===== config.mk =====
export PLATFORM = sky130hd
export DESIGN_NAME = dual_carrier_pwm
export DESIGN_NICKNAME = d
export VERILOG_FILES = /design/src/rtl/dcpwm_pkg.sv /design/src/rtl/dcpwm_carrier.sv /design/src/rtl/dcpwm_deadband.sv /design/src/rtl/dcpwm_leg.sv /design/src/rtl/dual_carrier_pwm.sv
export SDC_FILE = /design/constraint.sdc
export NUM_CORES = 1
export LEC_CHECK = 0
export BUFFER_PORTS_ARGS = -buffer_cell sky130_fd_sc_hd__buf_2
export CAP_MARGIN = 20
export CORE_ASPECT_RATIO = 0.5
export CORE_MARGIN = 1
export CORE_UTILIZATION = 53
export CTS_CLUSTER_DIAMETER = 30
export DETAILED_ROUTE_END_ITERATION = 10
export PLACE_DENSITY = 0.78
export REMOVE_ABC_BUFFERS = 1
export SYNTH_ARGS = -nofsm -noshare
export SYNTH_HDL_FRONTEND = slang
export SYNTH_SLANG_ARGS = --single-unit

===== constraint.sdc =====
create_clock -name clk -period 10.9 [get_ports clk]
set_input_delay 3.27 -clock clk [delete_from_list [all_inputs] [get_ports clk]]
set_output_delay 3.27 -clock clk [all_outputs]
set_load 0.03 [all_outputs]

===== src/rtl/dcpwm_pkg.sv =====
package dcpwm_pkg;
    localparam int DUTY_W = 16;
    localparam int DEAD_W = 8;
    localparam int LEGS   = 2;
    localparam int PAIRS  = 2;

    typedef enum logic {
        LEG_STEP_UP   = 1'b0,
        LEG_STEP_DOWN = 1'b1
    } leg_mode_e;

    typedef struct packed {
        logic hi;
        logic lo;
    } pair_gates_t;
endpackage


===== src/rtl/dcpwm_carrier.sv =====
module dcpwm_carrier #(
    parameter int PEAK = 1250,
    localparam int CW  = $clog2(PEAK + 1)
) (
    input  logic          clk,
    input  logic          rst_n,
    output logic [CW-1:0] level_o,
    output logic          valley_o
);
    localparam logic [CW-1:0] PK = CW'(PEAK);

    typedef struct packed {
        logic [CW-1:0] cnt;
        logic          up;
    } car_st_t;

    car_st_t s_d, s_q;

    always_comb begin
        s_d = s_q;
        if (s_q.up) begin
            if (s_q.cnt == PK) begin
                s_d.up  = 1'b0;
                s_d.cnt = PK - CW'(1);
            end else begin
                s_d.cnt = s_q.cnt + CW'(1);
            end
        end else begin
            if (s_q.cnt == '0) begin
                s_d.up  = 1'b1;
                s_d.cnt = CW'(1);
            end else begin
                s_d.cnt = s_q.cnt - CW'(1);
            end
        end
    end

    always_ff @(posedge clk or negedge rst_n) begin
        if (!rst_n) begin
            s_q.cnt <= '0;
            s_q.up  <= 1'b1;
        end else begin
            s_q <= s_d;
        end
    end

    assign level_o  = s_q.cnt;
    assign valley_o = (s_q.cnt == '0);

    // the count never leaves 0..PEAK
    p_carrier_bound_r2: assert property (@(posedge clk) disable iff (!rst_n)
        s_q.cnt <= PK);

    // the count moves by exactly one step on every clock
    p_carrier_step_r2: assert property (@(posedge clk) disable iff (!rst_n)
        $past(rst_n) |-> ((s_q.cnt == $past(s_q.cnt) + CW'(1)) ||
                          (s_q.cnt == $past(s_q.cnt) - CW'(1))));
endmodule


===== src/rtl/dcpwm_deadband.sv =====
module dcpwm_deadband
    import dcpwm_pkg::*;
(
    input  logic              clk,
    input  logic              rst_n,
    input  logic              en_i,
    input  logic              force_i,
    input  logic              cmd_i,
    input  logic [DEAD_W-1:0] dead_i,
    output pair_gates_t       gates_o
);
    typedef struct packed {
        logic              cmd;
        logic [DEAD_W-1:0] cnt;
        pair_gates_t       g;
    } db_st_t;

    db_st_t s_d, s_q;

    always_comb begin
        s_d = s_q;
        if (!en_i) begin
            s_d.g   = '0;
            s_d.cmd = cmd_i;
            s_d.cnt = dead_i;
        end else if (force_i) begin
            s_d.g.hi = 1'b1;
            s_d.g.lo = 1'b0;
            s_d.cmd  = 1'b1;
            s_d.cnt  = '0;
        end else if (cmd_i != s_q.cmd) begin
            s_d.cmd  = cmd_i;
            s_d.cnt  = dead_i;
            s_d.g.hi = (dead_i == '0) && cmd_i;
            s_d.g.lo = (dead_i == '0) && !cmd_i;
        end else if (s_q.cnt != '0) begin
            s_d.cnt  = s_q.cnt - DEAD_W'(1);
            s_d.g.hi = (s_q.cnt == DEAD_W'(1)) && cmd_i;
            s_d.g.lo = (s_q.cnt == DEAD_W'(1)) && !cmd_i;
        end else begin
            s_d.g.hi = cmd_i;
            s_d.g.lo = !cmd_i;
        end
    end

    always_ff @(posedge clk or negedge rst_n) begin
        if (!rst_n) begin
            s_q <= '0;
        end else begin
            s_q <= s_d;
        end
    end

    assign gates_o = s_q.g;

    // both gates of a pair are never on together
    p_no_overlap_r12: assert property (@(posedge clk) disable iff (!rst_n)
        !(gates_o.hi && gates_o.lo));

    // a command change with non-zero dead time opens both gates
    p_gap_open_r10: assert property (@(posedge clk) disable iff (!rst_n)
        (en_i && !force_i && (cmd_i != s_q.cmd) && (dead_i != '0))
            |=> (!gates_o.hi && !gates_o.lo));

    // a held gate takes effect on the next edge
    p_bypass_r11: assert property (@(posedge clk) disable iff (!rst_n)
        (en_i && force_i) |=> (gates_o.hi && !gates_o.lo));

    // disable forces the pair off on the next edge
    p_pair_off_r9: assert property (@(posedge clk) disable iff (!rst_n)
        !en_i |=> (!gates_o.hi && !gates_o.lo));
endmodule


===== src/rtl/dcpwm_leg.sv =====
module dcpwm_leg
    import dcpwm_pkg::*;
#(
    parameter int PEAK = 1250,
    localparam int CW  = $clog2(PEAK + 1),
    localparam int LW  = CW + 1,
    localparam int PW  = DUTY_W + LW
) (
    input  logic              clk,
    input  logic              rst_n,
    input  logic              en_i,
    input  logic [DUTY_W-1:0] duty_i,
    input  logic [DEAD_W-1:0] dead_i,
    input  logic [CW-1:0]     level_i,
    input  logic              valley_i,
    output logic [3:0]        gates_o
);
    localparam logic [LW-1:0] SPAN = LW'(2 * PEAK);
    localparam logic [LW-1:0] HALF = LW'(PEAK);

    typedef struct packed {
        logic [DUTY_W-1:0] duty;
    } leg_st_t;

    leg_st_t s_d, s_q;

    leg_mode_e     mode;
    logic [LW-1:0] lvl;
    logic [LW-1:0] lvl_dn;
    logic [LW-1:0] car;
    logic [PAIRS-1:0] force_w;
    logic [PAIRS-1:0] cmd_w;
    pair_gates_t      pg [PAIRS];

    always_comb begin
        s_d = s_q;
        if (valley_i) begin
            s_d.duty = duty_i;
        end
    end

    always_ff @(posedge clk or negedge rst_n) begin
        if (!rst_n) begin
            s_q <= '0;
        end else begin
            s_q <= s_d;
        end
    end

    always_comb begin
        mode   = leg_mode_e'(s_q.duty[DUTY_W-1]);
        lvl    = LW'((PW'(s_q.duty) * PW'(SPAN)) >> DUTY_W);
        lvl_dn = lvl - HALF;
        car    = {1'b0, level_i};
        // pair 0: input side (S1/S2); pair 1: output side (S3/S4)
        force_w[0] = (mode == LEG_STEP_UP);
        force_w[1] = (mode == LEG_STEP_DOWN);
        cmd_w[0]   = force_w[0] ? 1'b1 : (lvl_dn > car);
        cmd_w[1]   = force_w[1] ? 1'b1 : (lvl > car);
    end

    for (genvar p = 0; p < PAIRS; p++) begin : g_pair
        dcpwm_deadband u_db (
            .clk     (clk),
            .rst_n   (rst_n),
            .en_i    (en_i),
            .force_i (force_w[p]),
            .cmd_i   (cmd_w[p]),
            .dead_i  (dead_i),
            .gates_o (pg[p])
        );
        assign gates_o[2*p]   = pg[p].hi;
        assign gates_o[2*p+1] = pg[p].lo;
    end

    // the captured duty only moves at the valley
    p_duty_hold_r3: assert property (@(posedge clk) disable iff (!rst_n)
        !valley_i |=> $stable(s_q.duty));

    // step-up mode holds S1 on and S2 off
    p_up_static_r4: assert property (@(posedge clk) disable iff (!rst_n)
        (en_i && !s_q.duty[DUTY_W-1]) |=> (gates_o[0] && !gates_o[1]));

    // step-down mode holds S3 on and S4 off
    p_down_static_r6: assert property (@(posedge clk) disable iff (!rst_n)
        (en_i && s_q.duty[DUTY_W-1]) |=> (gates_o[2] && !gates_o[3]));
endmodule


===== src/rtl/dual_carrier_pwm.sv =====
module dual_carrier_pwm
    import dcpwm_pkg::*;
#(
    parameter int CLK_HZ = 50_000_000,
    parameter int SW_HZ  = 20_000,
    localparam int PEAK  = CLK_HZ / (2 * SW_HZ),
    localparam int CW    = $clog2(PEAK + 1)
) (
    input  logic              clk,
    input  logic              rst_n,
    input  logic [DUTY_W-1:0] bat_duty_i,
    input  logic [DUTY_W-1:0] cap_duty_i,
    input  logic              bat_en_i,
    input  logic              cap_en_i,
    input  logic [DEAD_W-1:0] dead_clks_i,
    output logic [7:0]        gate_o
);
    logic [CW-1:0]     level;
    logic              valley;
    logic [DUTY_W-1:0] duty_w [LEGS];
    logic [LEGS-1:0]   en_w;
    logic [3:0]        leg_g  [LEGS];

    assign duty_w[0] = bat_duty_i;
    assign duty_w[1] = cap_duty_i;
    assign en_w      = {cap_en_i, bat_en_i};

    dcpwm_carrier #(.PEAK(PEAK)) u_car (
        .clk      (clk),
        .rst_n    (rst_n),
        .level_o  (level),
        .valley_o (valley)
    );

    for (genvar k = 0; k < LEGS; k++) begin : g_leg
        dcpwm_leg #(.PEAK(PEAK)) u_leg (
            .clk      (clk),
            .rst_n    (rst_n),
            .en_i     (en_w[k]),
            .duty_i   (duty_w[k]),
            .dead_i   (dead_clks_i),
            .level_i  (level),
            .valley_i (valley),
            .gates_o  (leg_g[k])
        );
        assign gate_o[4*k +: 4] = leg_g[k];
    end
endmodule


==> impl_summary.txt <==
----------------------------------------------------
[STA]
  Setup ws final ... slightly below 3000 ps
  Maximum operating frequency ... roughly 0.13 GHz
  Pin slew with the least headroom to its limit ... 1010 ps
  Final hold violation count ... 0
  Max-slew violation count ... 0
  Min Clock Period, post-route ... around 8000 ps
  Worst Clk Skew ... ~12 ps
  Unrepaired setup endpoints after global routing ... false
  Tcrit/Tclk final ... between 70% and 80%
  Number of endpoints failing setup at the final stage ... 0
  Rel. slew slack ... between 30% and 40%
  Post-Route Hold Slack ... roughly 530 ps
  Sum Neg Setup Slack ... 0 ps

[Synth]
  Flip-flop and latch count after synthesis ... 88
  Number of flops mapped to enable cells by yosys ... 0
  Count of unique library cells instantiated by Yosys ... 82
  Async set-or-reset flop fraction in the synthesized netlist ... 100%
  Post-synthesis instance area ... between 10000 and 15000 µm²
  Top flip-flop cell by instance count after synthesis ... dfrtp_1
  Number of instances in the synthesized netlist ... roughly 1200
  Part of the Yosys area used for sequential elements ... ~20%
  Synth Warn # ... 0
  Mapped Avg Cell Area ... between 9 and 10 µm²

[Route]
  Post-DR vias/cell ... 5.71
  Detailed Routing Iterations Pass 1 ... 9
  Count of routing violations after the opening detailed-route iteration ... between 500 and 600
  Final routed wirelength across all metal layers ... ~24000 µm
  DRC Markers ... 8
  DRT antenna net count ... 0
  Via Count ... 8685
  Avg WL per Cell ... 15.5 µm

[Min path]
  Worst hold path depth ... 1
  Hold Startpoint ... u_car.level_o[2]
  Endpoint of the worst hold path ... u_car.level_o[2]
  Hold/Removal Path Class ... reg2reg

[Finish]
  Reg area ... ~2200 µm²
  Fraction of layout instances using a drive strength above 1 ... between 10% and 20%
  Layout fillers ... roughly 1700
  End-of-flow core utilization ... about three fifths
  Synthesis-to-layout area growth ... 6.71%
  Total non-filler cell area in the finished layout ... roughly 12000 µm²
  Area taken by multi-input logic gates ... slightly below 8000 µm²
  Fin cells ... around 1500
  Post-layout net count ... ~1600
  Antenna diode count ... 0

[Die]
  Die outline height ... 104 µm
  Starting Density ... 55.4%
  Floorplan row count ... 36
  Standard cell core area ... around 20000 µm²
  Top Ports ... 52
  Horizontal die dimension ... around 210 µm
  Area of the die ... roughly 21000 µm²

[Critical path]
  Arr. time, crit path ... ~8200 ps
  Worst EP required ... approximately 11000 ps
  Stage delay of the slowest cell on the critical path ... between 500 and 600 ps
  Slowest stage cell, crit path ... fa_1
  Worst-case register-to-register setup slack ... a little under 3000 ps
  Critical Path Fanout Max ... 6
  Worst setup startpoint ... g_leg[1].u_leg.s_q[4]
  Setup crit start kind ... flip-flop
  Cell depth of the worst flop-to-flop path ... 31
  Reg-to-reg startpoint ... g_leg[1].u_leg.s_q[4]
  Reg2reg end ... g_leg[1].u_leg.g_pair[0].u_db.s_q[6]
  Crit Path Class ... reg2reg
  Cell with the most instances on the worst path ... inv_1
  Kind of end point of the critical path ... flip-flop

[Power and ir drop]
  Total design power ... around 3.6 mW
  Leakage Power ... about 6.0 nW
  Power per cell area ... 306 nW/µm²
  Worst IR Drop VDD ... between 0.15 and 0.2 mV

[GRT]
  Initial antenna violation count ... 0
  Number of global-route vias before repair ... just under 9000
  Total congestion overflow after global routing ... 0
  Maximum number of pins on one net before global-route repair ... between 60 and 70
  All-Layer GR Usage ... between 20% and 30%
  Global-route wire length before repair ... around 41000 µm

[Job]
  Max-capacitance violation count ... 0

[Placement]
  Setup slack after placement ... 2970 ps
  Placed Area ... between 10000 and 15000 µm²
  Number of buffer cells added on primary ports ... a little over 50
  # placed instances ... 1505
  Half-perimeter wire length of the detailed placement result ... 19300 µm
  Placer's final routability congestion estimate ... 0.905

[Status]
  Result of the run ... complete, but fails checks
  Violations in the final reports ... DRC

[Clock network]
  Post-CTS setup buffers ... 0
  Post-cts repair resize count ... 0
  Number of sinks on the clock net ... roughly 90
  Latest clock arrival within the worst-skew pair ... between 300 and 400 ps
  Clk pin slew, worst setup/hold paths ... 70 ps
  Total of hold buffers inserted after clock tree synthesis ... 0
  Number of buffers between clock root and the deepest sink ... 2
  Num CTS Buffers ... 9
  Clock tree from TritonCTS ... done
  H-tree lvl count ... 3
  Clock tree root driver cell ... clkbuf_16

----------------------------------------------------
sequential cells by signal (all words and copies together), names as in the netlist:
register and flops:
u_car.s_q 1, g_leg.u_leg.g_pair.u_db.gates_o 8, g_leg.u_leg.g_pair.u_db.s_q 36, u_car.level_o 11, g_leg.u_leg.s_q 32
area by class of cell:
| cell class | instances | share of cell area [%] |
|---|---|---|
| multi-input cells | 865 | 66.4 |
| flip-flops and latches | 88 | 18.7 |
| inverters | 234 | 7.44 |
| well taps | 266 | 2.82 |
| repair buffers | 52 | 2.25 |
| clock buffers | 9 | 1.91 |
| clock inverters | 7 | 0.488 |
metal layers:
metal	global-route usage (%)	share of wire (%)	vias to the layer above
met5	0	0	-
met4	6.25	1.2	0
met3	4.26	3.7	30
met2	41.1	49	177
met1	30.2	46	4223
li1	-	-	4255
worst max-delay path by stage:
stage / endpoint / slack, ps / depth (start not counted)
6_report: g_leg[1].u_leg.g_pair[0].u_db.s_q[6] / 2920 / 31
5_1_grt: g_leg[1].u_leg.g_pair[0].u_db.s_q[6] / 2360 / 31
4_1_cts: g_leg[1].u_leg.g_pair[0].u_db.s_q[6] / 2960 / 30
3_5_place_dp: g_leg[1].u_leg.g_pair[0].u_db.s_q[6] / 2970 / 30
3_3_place_gp: g_leg[1].u_leg.g_pair[0].u_db.s_q[6] / 3180 / 30
2_1_floorplan: g_leg[1].u_leg.g_pair[0].u_db.s_q[6] / 3610 / 27
cells in the final DEF (no fill, tap or decap), types with 18 or more instances in the layout:
master	synthesis	final
nor3_1	24	24
o22ai_1	18	18
fa_1	68	68
xnor2_1	42	42
nand2_1	58	58
nand3_1	27	27
xor2_1	22	22
dfrtp_1	87	87
mux2_2	33	33
inv_1	232	232
a21oi_1	53	53
buf_2	1	50
nor2_1	55	55
o21ai_0	33	33
ha_1	189	189
Yosys cell counts, types with 24 or more instances:
library cell,count,area [µm²]
o21ai_0,33,165
nor2_1,55,206
fa_1,68,1360
a21oi_1,53,265
inv_1,232,871
dfrtp_1,87,2180
xnor2_1,42,368
nand3_1,27,135
nand2_1,58,218
nor3_1,24,120
mux2_2,33,372
ha_1,189,2360
power breakdown:
group          internal (mW)  switching, mW  leakage [nW]  total, mW
clock                  0.157          0.148         0.143      0.305
sequential             0.385         0.0684          1.07      0.453
combinational           1.26           1.60          4.77       2.86
cells by family (layout without fill, tap and decap cells):
| kind of cell | count (synthesis) | in the layout | synth area share, % |
|---|---|---|---|
| mux | 39 | 39 | 3.96 |
| flops | 88 | 88 | 19.9 |
| compound gates | 232 | 232 | 14.8 |
| xor+xnor | 66 | 66 | 5.46 |
| fa+ha+maj | 257 | 257 | 33.7 |
| simple gates | 271 | 271 | 12.9 |
| buf+inv | 263 | 302 | 9.21 |
worst max-delay path, delay by kind of cell, from the launching register on:
family | cells | cell delay [ps]
adder cells (fa/ha/maj) | 7 | 2680
buffers and inverters | 6 | 370
flip-flops | 1 | 430
AND/OR/NAND/NOR | 8 | 2050
AO/OA/AOI/OAI | 10 | 2280
Power figures use the tool's default switching activity.
